[config.mk]
export PLATFORM = sky130hd
export DESIGN_NAME = wpg_gate
export DESIGN_NICKNAME = d
export VERILOG_FILES = /design/src/rtl/wpg_pkg.sv /design/src/rtl/wpg_wel.sv /design/src/rtl/wpg_judge.sv /design/src/rtl/wpg_gate.sv
export SDC_FILE = /design/constraint.sdc
export NUM_CORES = 1
export LEC_CHECK = 0
export BUFFER_PORTS_ARGS = -buffer_cell sky130_fd_sc_hd__buf_2
export CAP_MARGIN = 20
export CELL_PAD_IN_SITES_DETAIL_PLACEMENT = 1
export CELL_PAD_IN_SITES_GLOBAL_PLACEMENT = 2
export CORE_UTILIZATION = 10
export CTS_CLUSTER_DIAMETER = 40
export DETAILED_ROUTE_END_ITERATION = 8
export GPL_ROUTABILITY_DRIVEN = 0
export PLACE_DENSITY = 0.75
export SLEW_MARGIN = 10
export SYNTH_ARGS = -nofsm -noshare
export SYNTH_HDL_FRONTEND = slang
export SYNTH_SLANG_ARGS = --single-unit
export TNS_END_PERCENT = 5
[constraint.sdc]
create_clock -name clk -period 0.9 [get_ports clk]
set_input_delay 0.045 -clock clk [delete_from_list [all_inputs] [get_ports clk]]
set_output_delay 0.045 -clock clk [all_outputs]
set_load 0.005 [all_outputs]
[src/rtl/wpg_pkg.sv]
package wpg_pkg;

  // Block-protect decode on the two address MSBs.
  function automatic logic bp_locks(input logic [1:0] bp, input logic [1:0] top2);
    case (bp)
      2'b00:   bp_locks = 1'b0;
      2'b01:   bp_locks = (top2 == 2'b11);
      2'b10:   bp_locks = top2[1];
      default: bp_locks = 1'b1;
    endcase
  endfunction

  // Hardware protection is in force only with the pin low and the enable bit set.
  function automatic logic hw_locked(input logic wp_pin, input logic wpen);
    hw_locked = !wp_pin && wpen;
  endfunction

endpackage

[src/rtl/wpg_wel.sv]
module wpg_wel #(
  parameter int CNT_W   = 5,
  parameter int OP_BITS = 8
) (
  input  logic             clk,
  input  logic             rst_n,
  input  logic             cs_rise,
  input  logic [CNT_W-1:0] bit_cnt,
  input  logic             op_wren,
  input  logic             op_wrdi,
  input  logic             cycle_done,
  output logic             wel,
  output logic             set_evt,
  output logic             clr_evt
);
  localparam logic [CNT_W-1:0] OP_CNT = CNT_W'(OP_BITS);

  logic full_cmd;

  assign full_cmd = cs_rise && (bit_cnt == OP_CNT);
  assign set_evt  = full_cmd && op_wren;
  assign clr_evt  = (full_cmd && op_wrdi) || cycle_done;

  always_ff @(posedge clk or negedge rst_n) begin
    if (!rst_n)       wel <= 1'b0;
    else if (set_evt) wel <= 1'b1;
    else if (clr_evt) wel <= 1'b0;
  end


  wel_set_chk: assert property (@(posedge clk) disable iff (!rst_n)
    cs_rise && op_wren && bit_cnt == OP_CNT |=> wel);


  wel_wrdi_chk: assert property (@(posedge clk) disable iff (!rst_n)
    cs_rise && op_wrdi && !op_wren && bit_cnt == OP_CNT |=> !wel);


  wel_partial_chk: assert property (@(posedge clk) disable iff (!rst_n)
    cs_rise && bit_cnt != OP_CNT && !cycle_done |=> $stable(wel));


  wel_done_chk: assert property (@(posedge clk) disable iff (!rst_n)
    cycle_done && !set_evt |=> !wel);

endmodule

[src/rtl/wpg_judge.sv]
module wpg_judge #(
  parameter int ADDR_W = 9
) (
  input  logic              clk,
  input  logic              rst_n,
  input  logic              wel,
  input  logic              wr_req,
  input  logic              wr_status,
  input  logic [ADDR_W-1:0] wr_addr,
  input  logic              wp_pin,
  input  logic              sr_wpen,
  input  logic [1:0]        sr_bp,
  output logic              permit,
  output logic              wr_grant,
  output logic              wr_reject
);
  import wpg_pkg::*;

  logic blk_lock;
  logic hw_lock;
  logic tgt_lock;

  assign blk_lock = bp_locks(sr_bp, wr_addr[ADDR_W-1 -: 2]);
  assign hw_lock  = hw_locked(wp_pin, sr_wpen);
  assign tgt_lock = wr_status ? hw_lock : blk_lock;
  assign permit   = wel && !tgt_lock;

  always_ff @(posedge clk or negedge rst_n) begin
    if (!rst_n) begin
      wr_grant  <= 1'b0;
      wr_reject <= 1'b0;
    end else begin
      wr_grant  <= wr_req && permit;
      wr_reject <= wr_req && !permit;
    end
  end


  no_wel_chk: assert property (@(posedge clk) disable iff (!rst_n)
    wr_req && !wel |=> wr_reject && !wr_grant);


  bp_all_chk: assert property (@(posedge clk) disable iff (!rst_n)
    wr_req && !wr_status && sr_bp == 2'b11 |=> !wr_grant);


  hw_prot_chk: assert property (@(posedge clk) disable iff (!rst_n)
    wr_req && wr_status && !wp_pin && sr_wpen |=> wr_reject);


  grant_excl_chk: assert property (@(posedge clk) disable iff (!rst_n)
    !(wr_grant && wr_reject));


  no_req_chk: assert property (@(posedge clk) disable iff (!rst_n)
    !wr_req |=> !wr_grant && !wr_reject);


  one_answer_chk: assert property (@(posedge clk) disable iff (!rst_n)
    wr_req |=> $countones({wr_grant, wr_reject}) == 1);

endmodule

[src/rtl/wpg_gate.sv]
module wpg_gate #(
  parameter int ADDR_W  = 9,
  parameter int CNT_W   = 5,
  parameter int OP_BITS = 8
) (
  input  logic              clk,
  input  logic              rst_n,
  input  logic              cs_rise,
  input  logic [CNT_W-1:0]  bit_cnt,
  input  logic              op_wren,
  input  logic              op_wrdi,
  input  logic              cycle_done,
  input  logic              wr_req,
  input  logic              wr_status,
  input  logic [ADDR_W-1:0] wr_addr,
  input  logic              wp_pin,
  input  logic              sr_wpen,
  input  logic [1:0]        sr_bp,
  output logic              wel,
  output logic              wr_grant,
  output logic              wr_reject
);
  logic set_evt;
  logic clr_evt;
  logic permit;

  wpg_wel #(.CNT_W(CNT_W), .OP_BITS(OP_BITS)) u_wel (
    .clk(clk), .rst_n(rst_n), .cs_rise(cs_rise), .bit_cnt(bit_cnt),
    .op_wren(op_wren), .op_wrdi(op_wrdi), .cycle_done(cycle_done),
    .wel(wel), .set_evt(set_evt), .clr_evt(clr_evt)
  );

  wpg_judge #(.ADDR_W(ADDR_W)) u_judge (
    .clk(clk), .rst_n(rst_n), .wel(wel), .wr_req(wr_req),
    .wr_status(wr_status), .wr_addr(wr_addr), .wp_pin(wp_pin),
    .sr_wpen(sr_wpen), .sr_bp(sr_bp), .permit(permit),
    .wr_grant(wr_grant), .wr_reject(wr_reject)
  );


  set_over_clr_chk: assert property (@(posedge clk) disable iff (!rst_n)
    set_evt && clr_evt |=> wel);


  permit_needs_wel_chk: assert property (@(posedge clk) disable iff (!rst_n)
    permit |-> wel);

endmodule

==> impl_metrics.tcl, run 1 <==
set metrics [dict create \
    numCtsBuffers 3 \
    power_frac_seq 0.315 \
    h-tree-depth 1 \
    r2r-start "u_wel.wel" \
    antenna_found_initial 0 \
    wl_per_cell_um 9.98 \
    cts.sinks 3 \
    synthCells 15 \
    drv_cap 0 \
    hold_path_class "input pin to flop" \
    critPathKind "flop to primary output" \
    hold_viol 0 \
    io_pins 29 \
    vias_per_cell 3.91 \
    p_switching_uw 96.7 \
    path_buf_inv 1 \
    status "complete, no violations" \
    crit_path_start "u_wel.wel" \
    diodes 0 \
    layout.nets 68 \
    dieArea_um2 1780 \
    finalSetupViolations 0 \
    fmax_mhz 1250 \
    via_count 223 \
    r2r_setup_slack_ps 180 \
    grt-ovfl-total 0 \
    synth_xor_xnor_area_share 0 \
    switching_share 0.218 \
    rsz0062_at_grt "false" \
    cp_slowest_cell "dfrtp_1" \
    finClkSkew_ps 1.05 \
    grt_usage 0.0783 \
    synth.largest_area_cell "dfrtp_1" \
    synth-edff-count 0 \
    relSlewSlack 0.837 \
    grt_pass1_vias 245 \
    firstDrtPassIters 1 \
    maxSlewViolCount 0 \
    power_density_nw_per_um2 1370 \
    die_h_um 42.2 \
    cts_tree "built" \
    area_delta_synth_final_pct 100 \
    syn-mean-instance-area_um2 10.8 \
    crit_arrival_ps 760 \
    worst-path-stages 1 \
    p_leak_nw 0.166 \
    synth-simple-area-share 0.395 \
    synth_seq_area_share 0.465 \
    finalCritPeriodShare 0.889 \
    combPwrFrac 0.148 \
    synth_area_leaders "dfrtp_1 (47%), nor4b_2 (9.3%), and4b_1 (6.2%)" \
    ys.flop_type "dfrtp_1" \
    crit_chain "buf_2" \
    fp.coreArea_um2 1510 \
    postCtsSetupRepairBufs 0 \
    synth_fa_ha_area_frac 0 \
    cts_root_buf "clkbuf_4" \
    max-vdd-ir-drop_uv 414 \
    yosys_warnings 0 \
    critPathMaxFanout 3 \
    drt_wl_total_um 569 \
    die_w_um 42.2 \
    cpPeakStageDelay_ps 390 \
    cp_top_family "flip-flops" \
    syn-cell-area_um2 161 \
    ant_nets 0 \
    synthArstFlopShare 1.00 \
    syn_nets 41 \
    rows 14 \
    synthMuxAreaShare 0 \
    synth_top_family_by_area "simple AND/OR/NAND/NOR gates" \
    yosysMostFrequentCell "dfrtp_1" \
    cts_max_path_buffers 2 \
    remaining_drc_errors 0 \
    worst_pin_slew_ps 244 \
    first_iter_violations 0 \
    ys_ff_latch 3 \
    grt_max_degree 4 \
    yosys.cell_types.count 13 \
    p_total_uw 444 \
    grt_first_pass_wirelength_um 979 \
    endpoint_kind "primary output" \
    clk_pin_slew_ps 40 \
    r2r_cells 2 \
    synth_compound_area_frac 0.140 \
    period_needed_ps 800 \
    cellInternalPower_uw 347 \
    start_util 0.107 \
    synth_top_area_frac 0.465 \
    hold_start "wr_req" \
    cp.required_ps 850 \
    whs_ps 39.0 \
    start_kind "flop" \
    insertion_delay_ps 230 \
    min_path_cells 2 \
    timing.setup.tns_ps 0 \
    power.share.clock 0.537 \
    io_buffer_count 21 \
    post_route_cells_drive_above_1_share 0.610 \
]
-- registers in the layout (all words and copies together) (netlist names) --
name	count
u_wel.wel	1
u_judge.wr_reject	1
u_judge.wr_grant	1
-- stage by stage --
stage	worst slack, ps	area, um2	instances	utilization
final	99.7	323	57	0.214
after global routing	79.3	323	57	0.214
after CTS	89.8	323	57	0.214
after detailed placement	19.4	287	52	0.190
after global placement	22.0	287	52	0.190
after floorplan	206	161	15	-
-- routing by layer --
metal	wire length, um	part of all wire	GRT usage	up-vias
met4	0	0	0.0188	0
met1	241	0.42	0.0875	98
met5	0	0	0	-
li1	-	-	-	109
met3	92	0.16	0.0690	0
met2	234	0.41	0.111	16
-- final cells by class --
| cell class | instances | area [um2] |
|---|---|---|
| Multi-Input combinational cell | 12 | 86.3 |
| Tap cell | 16 | 20.0 |
| Clock buffer | 4 | 26.3 |
| Sequential cell | 3 | 75.1 |
| Timing Repair Buffer | 22 | 115 |
| Fill cell | 186 | 1180 |
-- cell families after synthesis --
| family | Yosys count |
|---|---|
| compound gates | 4 |
| flops | 3 |
| simple gates | 8 |
-- timing repair --
| item | in CTS | in global routing |
|---|---|---|
| hold buffers | 1 | 0 |
| resized for setup | 0 | 0 |
| endpoints found under the hold margin | 3 | 0 |
-- path summary, 6_finish.rpt --
| path | to |
|---|---|
| min in group asynchronous | u_judge.wr_reject |
| max in group asynchronous | u_wel.wel |
| worst min register to register | u_judge.wr_grant |
| worst max register to register | u_judge.wr_grant |
| worst max-delay path | wel |
| worst min-delay path | u_judge.wr_reject |
-- cell usage in the layout (no fill, tap or decap) --
cell type	instances
clkbuf_1	1
dlygate4sd3_1	1
and4b_1	1
o21ai_1	1
clkbuf_4	3
nor3b_1	1
nand2_1	1
nand4b_1	1
buf_2	21
nand3b_1	1
dfrtp_1	3
o21a_1	1
nor4b_2	1
o21ai_0	1
nand2b_1	1
nand3_1	1
a21oi_1	1
-- worst reg2reg max path, stage by stage (launching register included) --
cell and delay (ps):
dfrtp_1 360, nand2_1 80, nor3b_1 190
-- power by group through the flow --
stage	registers [mW]	clock network, mW	logic, mW
3_3_place_gp	0.142	0	0.0628
4_1_cts	0.140	0.247	0.0674
2_1_floorplan	0.142	0	0.0134
5_1_grt	0.140	0.259	0.0737
6_report	0.140	0.238	0.0655
3_5_place_dp	0.142	0	0.0639
No activity file was read; power rests on OpenSTA's default activity.
==> run 2, diff against run 1 <==
--- a/config.mk
+++ b/config.mk
@@ -5,15 +5,16 @@
 export SDC_FILE = /design/constraint.sdc
 export NUM_CORES = 1
 export LEC_CHECK = 0
-export BUFFER_PORTS_ARGS = -buffer_cell sky130_fd_sc_hd__buf_2
 export CAP_MARGIN = 20
 export CELL_PAD_IN_SITES_DETAIL_PLACEMENT = 1
 export CELL_PAD_IN_SITES_GLOBAL_PLACEMENT = 2
-export CORE_UTILIZATION = 10
+export CORE_AREA = 2 2 39 41
 export CTS_CLUSTER_DIAMETER = 40
 export DETAILED_ROUTE_END_ITERATION = 8
+export DIE_AREA = 0 0 41 43
+export DONT_BUFFER_PORTS = 1
 export GPL_ROUTABILITY_DRIVEN = 0
-export PLACE_DENSITY = 0.75
+export PLACE_DENSITY = 0.44
 export SLEW_MARGIN = 10
 export SYNTH_ARGS = -nofsm -noshare
 export SYNTH_HDL_FRONTEND = slang
==> run 2 against run 1 <==
First-iteration DRC count unchanged; count of clock-buffer cells in the layout is the same; register-to-register slack got worse by 40 ps; sequential share of layout area up 4.8 points; setup slack improved by 42 ps; final area decreased by 17%; worst hold slack lost 11 ps; largest power group unchanged; combinational power is 42% lower; via count decreased by 20%; core utilization shrank 2.1 points; critical endpoint is now u_judge.wr_reject; maximum frequency rose by 5.6%; die area decreased by 0.88%.
==> impl_metrics.tcl, run 2 (synthesized netlist as in run 1, its figures left out) <==
set metrics [dict create \
    status "complete, no violations" \
    finClkSkew_ps 4.38 \
    dp_hpwl_um 330 \
    timing.setup.tns_ps 0 \
    diodes 0 \
    period_needed_ps 758 \
    max-vdd-ir-drop_uv 422 \
    grt_max_degree 4 \
    power_density_nw_per_um2 1550 \
    start_util 0.117 \
    layout_common_cells "dlygate4sd3_1 (6), clkbuf_4 (3), dfrtp_1 (3)" \
    remaining_drc_errors 0 \
    fp.coreArea_um2 1380 \
    finalSetupViolations 0 \
    endpoint_kind "flop" \
    reg_top3 "u_judge.wr_grant x1, u_judge.wr_reject x1, u_wel.wel x1" \
    cts.sinks 3 \
    via_count 178 \
    numCtsBuffers 3 \
    wl_per_cell_um 10.3 \
    vias_per_cell 4.34 \
    rows 14 \
    drv_cap 0 \
    first_iter_violations 0 \
    ant_nets 0 \
    grt-ovfl-total 0 \
    die_w_um 41 \
    io_pins 29 \
    grt_usage 0.0601 \
    cts_max_path_buffers 2 \
    start_kind "flop" \
    grt_first_pass_wirelength_um 621 \
    p_leak_nw 0.101 \
    die_h_um 43 \
    cp.required_ps 1020 \
    min_path_cells 3 \
    h-tree-depth 1 \
    firstDrtPassIters 1 \
    critPathKind "flop to flop" \
    cts_root_buf "clkbuf_4" \
    relSlewSlack 0.832 \
    finalCritPeriodShare 0.842 \
    io_buffer_count 0 \
    clk_pin_slew_ps 40 \
    hold_viol 0 \
    post_route_cells_drive_above_1_share 0.160 \
    cts_tree "built" \
    r2r_cells 2 \
    grt_pass1_vias 178 \
    p_total_uw 415 \
    hold_path_class "input pin to flop" \
    num-fill-cells 163 \
    antenna_found_initial 0 \
    r2r_setup_slack_ps 140 \
    drt_wl_total_um 423 \
    layout.nets 52 \
    rsz0062_at_grt "false" \
    worst_pin_slew_ps 251 \
    critPathMaxFanout 3 \
    crit_arrival_ps 880 \
    fmax_mhz 1320 \
    insertion_delay_ps 230 \
    final_common_cell "dlygate4sd3_1" \
    area_delta_synth_final_pct 65.9 \
    dieArea_um2 1760 \
    maxSlewViolCount 0 \
]
run 2: changes by cell type in the layout (fill, tap and decap cells not counted), sizes merged:
| cell | before | now |
|---|---|---|
| buf | 21 | 0 |
| dlygate4sd3 | 1 | 6 |
run 2: what timing repair did:
item	4_1_cts	5_1_grt
hold buffers	6	0
endpoints found under the hold margin	6	0
setup buffers	0	0
gates resized for setup	0	0
run 2: through the flow:
| stage | setup slack, ps | std cells | area [um2] | utilization | hold WS [ps] |
|---|---|---|---|---|---|
| 2_1_floorplan | 206 | 15 | 161 | - | -251 |
| 3_3_place_gp | 148 | 31 | 181 | 0.131 | -250 |
| 3_5_place_dp | 135 | 31 | 181 | 0.131 | -250 |
| 4_1_cts | 128 | 41 | 268 | 0.193 | 13.5 |
| 5_1_grt | 96.7 | 41 | 268 | 0.193 | 35.0 |
| 6_report | 142 | 41 | 268 | 0.193 | 28.4 |
run 2: path summary, 6_finish.rpt:
| path | start | end |
|---|---|---|
| max | u_wel.wel | u_judge.wr_reject |
| min | bit_cnt[1] | u_wel.wel |
| max reg2reg | u_wel.wel | u_judge.wr_reject |
| min reg2reg | u_wel.wel | u_wel.wel |
| max in group asynchronous | rst_n | u_judge.wr_grant |
| min in group asynchronous | rst_n | u_wel.wel |
run 2: layout make-up:
| cell class | instances | area, um2 | share of cell area |
|---|---|---|---|
| Clock buffer | 4 | 26.3 | 0.0981 |
| Multi-Input combinational cell | 12 | 86.3 | 0.322 |
| Sequential cell | 3 | 75.1 | 0.280 |
| Timing Repair Buffer | 6 | 60.1 | 0.224 |
| Tap cell | 16 | 20.0 | 0.0748 |
run 2: power breakdown:
group / switching (mW) / internal (mW)
clock: 0.0706 / 0.166
combinational: 0.0107 / 0.0271
sequential: 0.00183 / 0.139
total: 0.0831 / 0.332
run 2: layer usage:
layer  share of wire  up-vias  track usage
li1                -       77            -
met3            0.21        2       0.0419
met5               0        -            0
met4           0.031        0       0.0800
met1            0.29       76       0.0414
met2            0.46       23       0.0844
run 2: critical path, stage by stage (launching register included):
cell and delay [ps]:
dfrtp_1 390, nand2_1 90, o21a_1 170
